$ cat config.mk
export PLATFORM = sky130hd
export DESIGN_NAME = tblrd_unit
export DESIGN_NICKNAME = d
export VERILOG_FILES = /design/src/rtl/tblrd_pkg.sv /design/src/rtl/tblrd_addr_gen.sv /design/src/rtl/tblrd_ctrl.sv /design/src/rtl/tblrd_hi_latch.sv /design/src/rtl/tblrd_unit.sv
export SDC_FILE = /design/constraint.sdc
export NUM_CORES = 1
export LEC_CHECK = 0
export BUFFER_PORTS_ARGS = -buffer_cell sky130_fd_sc_hd__buf_2
export CAP_MARGIN = 10
export CORE_UTILIZATION = 44
export CTS_BUF_LIST = sky130_fd_sc_hd__clkbuf_2 sky130_fd_sc_hd__clkbuf_4 sky130_fd_sc_hd__clkbuf_8
export DETAILED_ROUTE_END_ITERATION = 7
export PLACE_DENSITY = 0.83
export SLEW_MARGIN = 20
export SYNTH_ARGS = -nofsm -noshare
export SYNTH_HDL_FRONTEND = slang
export SYNTH_SLANG_ARGS = --single-unit
export TNS_END_PERCENT = 100
$ cat constraint.sdc
create_clock -name clk_i -period 3.1 [get_ports clk_i]
set_clock_uncertainty 0.1 [all_clocks]
set_input_delay 0.155 -clock clk_i [delete_from_list [all_inputs] [get_ports clk_i]]
set_output_delay 0.155 -clock clk_i [all_outputs]
set_load 0.01 [all_outputs]
$ cat src/rtl/tblrd_pkg.sv
package tblrd_pkg;
  localparam int BYTE_W = 8;
  localparam int WORD_W = 16;
  typedef enum logic [1:0] {ST_IDLE, ST_FETCH, ST_WRITE} tblrd_state_e;
endpackage

$ cat src/rtl/tblrd_addr_gen.sv
module tblrd_addr_gen #(
  parameter int ADDR_W     = 13,
  parameter bit USE_HI_PTR = 1'b0,
  localparam int PAGE_W    = ADDR_W - 8
) (
  input  logic              last_page_i,
  input  logic [7:0]        ptr_lo_i,
  input  logic [PAGE_W-1:0] ptr_hi_i,
  input  logic [ADDR_W-1:0] pc_i,
  output logic [ADDR_W-1:0] addr_o
);
  logic [PAGE_W-1:0] cur_page;
  logic              unused_bits;

  generate
    if (USE_HI_PTR) begin : g_hi_ptr
      assign cur_page    = ptr_hi_i;
      assign unused_bits = ^pc_i;
    end else begin : g_pc_page
      assign cur_page    = pc_i[ADDR_W-1:8];
      assign unused_bits = ^{ptr_hi_i, pc_i[7:0]};
    end
  endgenerate

  assign addr_o = {(last_page_i ? {PAGE_W{1'b1}} : cur_page), ptr_lo_i};
endmodule

$ cat src/rtl/tblrd_ctrl.sv
module tblrd_ctrl
  import tblrd_pkg::*;
(
  input  logic clk_i,
  input  logic rst_ni,
  input  logic start_i,
  output logic accept_o,
  output logic fetch_o,
  output logic write_o,
  output logic busy_o
);
  tblrd_state_e state_q, state_d;

  always_comb begin
    state_d = state_q;
    unique case (state_q)
      ST_IDLE:  if (start_i) state_d = ST_FETCH;
      ST_FETCH: state_d = ST_WRITE;
      ST_WRITE: state_d = ST_IDLE;
      default:  state_d = ST_IDLE;
    endcase
  end

  always_ff @(posedge clk_i or negedge rst_ni) begin
    if (!rst_ni) state_q <= ST_IDLE;
    else         state_q <= state_d;
  end

  assign accept_o = (state_q == ST_IDLE) && start_i;
  assign fetch_o  = (state_q == ST_FETCH);
  assign write_o  = (state_q == ST_WRITE);
  assign busy_o   = (state_q != ST_IDLE);
endmodule

$ cat src/rtl/tblrd_hi_latch.sv
module tblrd_hi_latch #(
  parameter int W = 8
) (
  input  logic         clk_i,
  input  logic         rst_ni,
  input  logic         load_i,
  input  logic [W-1:0] d_i,
  output logic [W-1:0] q_o
);
  always_ff @(posedge clk_i or negedge rst_ni) begin
    if (!rst_ni)     q_o <= '0;
    else if (load_i) q_o <= d_i;
  end
endmodule

$ cat src/rtl/tblrd_unit.sv
module tblrd_unit
  import tblrd_pkg::*;
#(
  parameter int ADDR_W     = 13,
  parameter int DM_AW      = 8,
  localparam int PAGE_W    = ADDR_W - 8,
  localparam bit USE_HI_PTR = (ADDR_W >= 14)
) (
  input  logic                clk_i,
  input  logic                rst_ni,
  input  logic                start_i,
  input  logic                last_page_i,
  input  logic [DM_AW-1:0]    dst_addr_i,
  input  logic [7:0]          ptr_lo_i,
  input  logic [PAGE_W-1:0]   ptr_hi_i,
  input  logic [ADDR_W-1:0]   pc_i,
  output logic                rom_en_o,
  output logic [ADDR_W-1:0]   rom_addr_o,
  input  logic [WORD_W-1:0]   rom_data_i,
  output logic                dm_we_o,
  output logic [DM_AW-1:0]    dm_addr_o,
  output logic [BYTE_W-1:0]   dm_wdata_o,
  output logic [BYTE_W-1:0]   hi_byte_o,
  output logic                busy_o
);
  logic              accept, fetch, write;
  logic [ADDR_W-1:0] addr_d, addr_q;
  logic [DM_AW-1:0]  dst_q;

  tblrd_ctrl u_ctrl (
    .clk_i, .rst_ni, .start_i,
    .accept_o(accept), .fetch_o(fetch), .write_o(write), .busy_o
  );

  tblrd_addr_gen #(.ADDR_W(ADDR_W), .USE_HI_PTR(USE_HI_PTR)) u_addr (
    .last_page_i, .ptr_lo_i, .ptr_hi_i, .pc_i, .addr_o(addr_d)
  );

  // command sampled once, at acceptance
  always_ff @(posedge clk_i or negedge rst_ni) begin
    if (!rst_ni) begin
      addr_q <= '0;
      dst_q  <= '0;
    end else if (accept) begin
      addr_q <= addr_d;
      dst_q  <= dst_addr_i;
    end
  end

  tblrd_hi_latch #(.W(BYTE_W)) u_hi (
    .clk_i, .rst_ni, .load_i(write),
    .d_i(rom_data_i[WORD_W-1:BYTE_W]), .q_o(hi_byte_o)
  );

  assign rom_en_o   = fetch;
  assign rom_addr_o = addr_q;
  assign dm_we_o    = write;
  assign dm_addr_o  = dst_q;
  assign dm_wdata_o = rom_data_i[BYTE_W-1:0];
endmodule

==> results.txt, run 1 <==
The number of unique standard cell types used by synthesis came out at 12. The cell type group with the largest total delay on the critical path is simple AND/OR/NAND/NOR gates. The worst relative slew slack is 44.4%. The static power due to leakage came out at 0.000966 uW. The number of buffer cells added on primary ports is 64. The starting density of the core is 46.1%. In the layout the commonest cells are buf_2, dfrtp_1, dlygate4sd3_1, mux2_2, inv_1. The core area is 2760 um2.

In the finished design, the share of the clock period the worst path needs comes to 60.0%. The critical path goes through nor3b_4, buf_4, mux2i_1. The signal arrival time at the worst endpoint is 2.01 ns. The first global-routing pass estimated 4.88 mm of wire. The die is 55.8 um wide. The count of unresolved DRC violations after routing came out at 0. The total chip power came out at 1240 uW. The count of final setup violators came out at 0. The max-cap violation count is 0. The run finished with clean final reports.

The achievable clock frequency came out at 538 MHz. The highest ir drop seen on vdd came out at 0.667 mV. The area share of the largest cell type after synthesis is 61.0%. The library cell used most frequently in the layout, excluding fill and tap cells, is buf_2. In the final routed layout, each cell accounts on average for 14.3 um. The final wirelength came out at 3.00 mm. Setup repair after global routing left no endpoint under its margin.

For the worst-skew pair, the clock arrives at the later sink with an insertion delay of 0.34 ns. Summed over all instances, the cell type with the most area after synthesis is dfrtp_1. The I/O pin count is 94.

The critical path class is reg -> reg. The sum of negative setup slack is 0 ns. The maximum buffer depth of the clock tree is 2. The critical path data required time came out at 3.25 ns. The total iterations of the first detailed-routing run came out at 2. The number of global-route vias before repair is 1110. The count of buffering cells on the critical path with inverters included is 1. The clock transition at the register clock pins on the worst setup and hold paths after CTS is 0.10 ns. The number of vias per cell is 4.73.

The average cell area after synthesis came out at 14.6 um2. The number of routed nets with antenna violations is 0. The synthesized netlist occupies a cell area of 1270 um2. On the worst path, the slowest cell contributes a delay of 0.73 ns.

The initial antenna violation count came out at 0. The post-cts gate resize count came out at 0. TritonCTS built the clock tree. The congestion estimate from routability-driven global placement came to 0.637.

The post-cts hold buffer count came out at 30. The type of element launching the critical path is a flop. The floorplan die height is 55.8 um. Ranked by total cell area, the synthesized netlist is headed by dfrtp_1, mux2_2, buf_4.

The placed wire-length estimate is 1.72 mm. At the pin with the least slew margin, the transition time is 0.833 ns. The part of the Yosys area used for sequential elements came out at 61.0%.

The number of nets in the synthesized netlist came out at 141. After layout, the minimum clock period comes to 1.86 ns. The largest net degree at the start of global routing is 32. The number of violations reported at the end of detailed-routing iteration 0 came out at 15. Summed over all layers, the global routing overflow is 0. The number of buffers inserted by post-CTS setup repair is 0. The critical path capture point type is a flop. In this run the power density over the cells is 647 nW/um2. In this run the number of H-tree levels came out at 2. The final hold violation count came out at 0. In this run the worst path has a maximum fanout of 18. The fraction of layout instances using a drive strength above 1 came out at 55.3%. The count of antenna diodes in the layout came out at 0. Across all layers, the routed design uses 993 vias. The post-synthesis register bit count came out at 31.

The synthesis-to-finish area growth came out at 51.3%. The worst hold-check path type is in -> reg. Row generation in the floorplan step produced 19 rows.

The number of buffers added by the clock tree synthesis step came out at 5. The max-slew violation total from the final report was 0. Clock tree synthesis selected as its root buffer the cell clkbuf_4. The net count reported at finish came out at 232.

Among all stages on the critical path, the largest delay is contributed by nor3b_4. The area enclosed by the die boundary came out at 3110 um2. The global routing usage summed across all routing layers came out at 21.5%.

Counting every instance in the synthesized netlist gives 87. The count of synthesis-stage warnings from yosys came out at 0. The total clock sinks is 31.
-- power by group --
group,switching [uW],internal (uW),total [uW]
sequential,63.0,518,581
clock,140,132,273
combinational,175,216,391
total,378,866,1240
-- worst register-to-register path: stages (launching register included) --
cell     delay (ns)
dfrtp_1        0.44
nor3b_4        0.73
buf_4          0.29
mux2i_1        0.22
-- cell usage after synthesis, drive strengths merged --
library cell  count
nand2b            1
nor3b             1
buf              11
nor2              5
dfrtp            31
and2b             2
mux2             24
or2               1
inv               6
mux2i             5
-- metrics by stage --
step / worst slack [ns] / utilization, % / instances / instance area (um2) / hold slack [ns]
after global routing: 1.10 / 69.7 / 210 / 1920 / 0.0542
after CTS: 1.20 / 69.7 / 210 / 1920 / 0.0368
after detailed placement: 1.22 / 56.2 / 172 / 1550 / 0.129
after floorplan: 1.68 / - / 87 / 1270 / -0.241
final: 1.24 / 69.7 / 210 / 1920 / 0.0571
after global placement: 1.31 / 56.2 / 172 / 1550 / 0.113
-- registers in the layout, summed over array words and instances (netlist names) --
signal,count
dm_addr_o,8
u_ctrl.state_q,2
rom_addr_o,13
u_hi.q_o,8
-- routing by layer --
| layer | vias up | GRT usage [%] | routed length (um) |
|---|---|---|---|
| met5 | - | 0 | 0 |
| met1 | 477 | 20.2 | 1030 |
| met4 | 0 | 11.1 | 101 |
| met3 | 11 | 8.60 | 214 |
| li1 | 459 | - | - |
| met2 | 46 | 39.6 | 1650 |
-- area by class of cell --
type / instances / area, um2
clock buffers: 7 / 65.1
clock inverters: 1 / 7.51
fillers: 207 / 835
inverters: 6 / 22.5
multi-input cells: 39 / 385
flip-flops and latches: 31 / 776
well taps: 31 / 38.8
repair buffers: 95 / 628
-- cell families (layout without fill, tap and decap cells) --
kind of cell,after synthesis,in the layout,synth area share [%]
buffers and inverters,17,109,8.66
DFF,31,31,61.0
and+or+nand+nor,10,10,5.12
muxes,29,29,25.2
-- final timing paths --
kind / from / to / slack [ns] / depth (start not counted)
setup / recovery: u_ctrl.state_q[1]$_DFFE_PN0P_ / rom_addr_o[10]$_DFFE_PN0P_ / 1.24 / 3
max in group asynchronous: rst_ni / rom_addr_o[7]$_DFFE_PN0P_ / 2.17 / 2
hold / removal: last_page_i / rom_addr_o[8]$_DFFE_PN0P_ / 0.06 / 3
setup reg to reg: u_ctrl.state_q[1]$_DFFE_PN0P_ / rom_addr_o[10]$_DFFE_PN0P_ / 1.24 / 3
hold reg to reg: rom_addr_o[6]$_DFFE_PN0P_ / rom_addr_o[6]$_DFFE_PN0P_ / 0.41 / 1
min in group asynchronous: rst_ni / u_hi.q_o[3]$_DFFE_PN0N_ / 0.29 / 2
(Power assumes the default switching activity.)
==> run 2: changes to the inputs <==
--- a/config.mk
+++ b/config.mk
@@ -7,10 +7,10 @@
 export LEC_CHECK = 0
 export BUFFER_PORTS_ARGS = -buffer_cell sky130_fd_sc_hd__buf_2
 export CAP_MARGIN = 10
-export CORE_UTILIZATION = 44
+export CORE_UTILIZATION = 37
 export CTS_BUF_LIST = sky130_fd_sc_hd__clkbuf_2 sky130_fd_sc_hd__clkbuf_4 sky130_fd_sc_hd__clkbuf_8
 export DETAILED_ROUTE_END_ITERATION = 7
-export PLACE_DENSITY = 0.83
+export PLACE_DENSITY = 0.74
 export SLEW_MARGIN = 20
 export SYNTH_ARGS = -nofsm -noshare
 export SYNTH_HDL_FRONTEND = slang
==> constraint.sdc (replaced) <==
create_clock -name clk_i -period 1.6 [get_ports clk_i]
set_clock_uncertainty 0.1 [all_clocks]
set_input_delay 0.08 -clock clk_i [delete_from_list [all_inputs] [get_ports clk_i]]
set_output_delay 0.08 -clock clk_i [all_outputs]
set_load 0.01 [all_outputs]
==> results.txt, run 2 (synthesis results as in run 1) <==
The number of vias per cell is 4.39. The number of buffers added by the clock tree synthesis step came out at 5. The core region is 3150 um2. The initialized floorplan defines 20 standard-cell rows. The slowest stage of the critical path is the dfrtp_1 cell.

The first detailed-routing pass took 2 iterations. The fraction of layout instances using a drive strength above 1 is 54.9%. At the worst endpoint, the required time is 1.70 ns. The startpoint identified for the worst hold timing path is last_page_i. After global routing, the most crowded layer is met2. The starting density of the core came out at 40.3%. The met2 demand-to-capacity share in global routing came out at 33.1%. The power per standard cell area is 1180 nW/um2.

The share of the clock period used by the worst path is 91.5%. The highest ir drop seen on vdd came out at 0.655 mV. The per-cell routed wire length is 12.8 um. The part of the power in registers came out at 47.9%. The number of stages on the worst hold path is 3. The worst relative slew slack came out at 56.6%. The total number of vias came out at 1001. Measured in cells, the most critical reg-to-reg path has a length of 3. The met1 track demand over resource came out at 18.4%. The total grt overflow is 0. From synthesis to final layout, the design area changed by 55.3%. CTS placed an instance of clkbuf_4 at the clock tree root. The insertion delay to the later sink of the worst-skew pair is 0.31 ns. The reg-to-reg critical path startpoint is u_ctrl.state_q[1]$_DFFE_PN0P_.

The I/O pin count is 94. Cell internal power was estimated by the tool at 1640 uW. Setup repair after global routing left no endpoint under its margin. The placer congestion estimate came out at 0.680.

The max-cap violation count came out at 0. Leaving out fill and tap cells, the most frequent cells in the layout are buf_2, dlygate4sd3_1, dfrtp_1, mux2_2, clkbuf_4. The static power due to leakage is 0.000992 uW. The achievable clock frequency is 683 MHz. The signal arrival time at the worst endpoint came out at 1.57 ns.

The sum of negative setup slack came out at 0 ns. The count of buffering cells on the critical path with inverters included is 1. The wire length of the first global-routing pass came out at 4.59 mm.

Global routing used 18.7% of the available tracks. The critical path class is reg -> reg. Of all nets on the critical path, the largest fanout is 10.

The final hold violation count was 0. The number of violations reported at the end of detailed-routing iteration 0 came out at 16. The switching portion of total power came out at 29.7%. The floorplan die height is 60.6 um.

The path class of the tightest hold or removal check is in -> reg. The number of global-route vias before repair came out at 1068. Power comes to 2330 uW. The transition time at the pin with the least slew margin is 0.652 ns. The maximum buffer depth of the clock tree came out at 2.

The area enclosed by the die boundary is 3670 um2. In the routed design, unresolved DRC markers number 0. The count of final setup violators is 0. The clock transition at the register clock pins on the worst setup and hold paths after CTS is 0.08 ns.

Traced cell by cell, the critical path runs through nor3b_4, buf_4, mux2_2. Summed over all nets, the switching power comes to 693 uW. The clock share of power is 19.4%. The placed wire-length estimate is 1.83 mm. The largest net degree at the start of global routing is 32.

The TritonCTS clock tree is done. The total clock sinks is 31. For this run, global-route usage on met3 was measured as 3.84%. The critical path capture point type is a flop. The endpoint of the most critical register-to-register path is dm_addr_o[6]$_DFFE_PN0P_. The initial antenna violation count is 0. The H-tree depth came out at 2. The horizontal die dimension is 60.6 um.

The count of antenna diodes in the layout is 0. The final wirelength came out at 2.93 mm. The net count of the finished layout is 237.

The flop-to-flop setup slack came out at 0.14 ns. The number of routed nets with antenna violations came out at 0. The portion of total power attributed to combinational logic came out at 32.8%. Counting I/O delays and the setup requirement, the final critical path takes 1.46 ns. The number of flip-flops under the largest register name came out at 13. The max-slew violation total from the final report was 0.

The critical path's largest stage delay is 0.45 ns. After filler insertion, the fill cell instance count of the layout stands at 273. Among cell families on the critical path, the largest total delay comes from flip-flops. The number of buffer cells added on primary ports is 64. The worst setup path is launched from a flop. Leaving out fill and tap cells, the most frequent cell in the layout is buf_2. The worst hold path terminates at rom_addr_o[8]$_DFFE_PN0P_. The flow ran to the end, and the final reports show no timing, DRC or antenna violations.
[run 2: cell types whose count changed in the layout (fill, tap and decap cells not counted), sizes merged]
cell	delta
clkinv	+1
dlygate4sd3	+4
buf	+1
clkinvlp	-1
[run 2: metrics by stage]
| stage | hold WS (ns) | setup WS, ns | instance area (um2) | cells | util [%] |
|---|---|---|---|---|---|
| 5_1_grt | 0.0295 | 0.0372 | 1970 | 228 | 62.6 |
| 4_1_cts | 0.0222 | 0.0656 | 1970 | 228 | 62.5 |
| 2_1_floorplan | -0.316 | 0.183 | 1270 | 87 | - |
| 3_5_place_dp | 0.0530 | 0.143 | 1570 | 186 | 49.9 |
| 3_3_place_gp | 0.0372 | 0.180 | 1570 | 186 | 49.9 |
| 6_report | 0.0196 | 0.136 | 1970 | 228 | 62.6 |
[run 2: how the worst max path moves through the flow]
stage / to / start / cells after the start / slack (ns)
2_1_floorplan: dm_addr_o[5]$_DFFE_PN0P_ / u_ctrl.state_q[1]$_DFFE_PN0P_ / 3 / 0.18
3_3_place_gp: dm_addr_o[6]$_DFFE_PN0P_ / u_ctrl.state_q[1]$_DFFE_PN0P_ / 3 / 0.18
3_5_place_dp: rom_addr_o[0]$_DFFE_PN0P_ / u_ctrl.state_q[1]$_DFFE_PN0P_ / 3 / 0.14
5_1_grt: dm_addr_o[6]$_DFFE_PN0P_ / u_ctrl.state_q[1]$_DFFE_PN0P_ / 3 / 0.04
4_1_cts: dm_we_o / u_ctrl.state_q[0]$_DFFE_PN0P_ / 3 / 0.07
6_report: dm_addr_o[6]$_DFFE_PN0P_ / u_ctrl.state_q[1]$_DFFE_PN0P_ / 3 / 0.14
[run 2: worst min-delay path: stages]
cell     delay (ns)
buf_2          0.12
nor2_1         0.06
mux2i_1        0.12
[run 2: area by class of cell]
class / instances / area (um2) / area share, %
inverters: 6 / 22.5 / 1.14
repair buffers: 100 / 676 / 34.2
multi-input cells: 39 / 388 / 19.6
well taps: 44 / 55.1 / 2.79
clock buffers: 7 / 52.6 / 2.66
flip-flops and latches: 31 / 776 / 39.3
clock inverters: 1 / 5.00 / 0.253
[run 2: power groups by stage]
stage | combinational (uW) | sequential [uW] | clock, uW
after global placement | 687 | 1120 | 0
after CTS | 770 | 1110 | 470
final | 763 | 1110 | 451
after floorplan | 300 | 1230 | 0
after detailed placement | 707 | 1130 | 0
after global routing | 838 | 1140 | 509
[run 2: per-layer routing]
layer	vias up	routed length, um
li1	469	-
met1	478	958
met2	42	1720
met3	12	130
met4	0	119
met5	-	0
[run 2: what timing repair did]
item                                    4_1_cts  5_1_grt
hold endpoints to repair                     60        0
endpoints found under the setup margin        0        1
resized for setup                             0        1
setup buffers                                 0        0
hold buffers                                 34        0
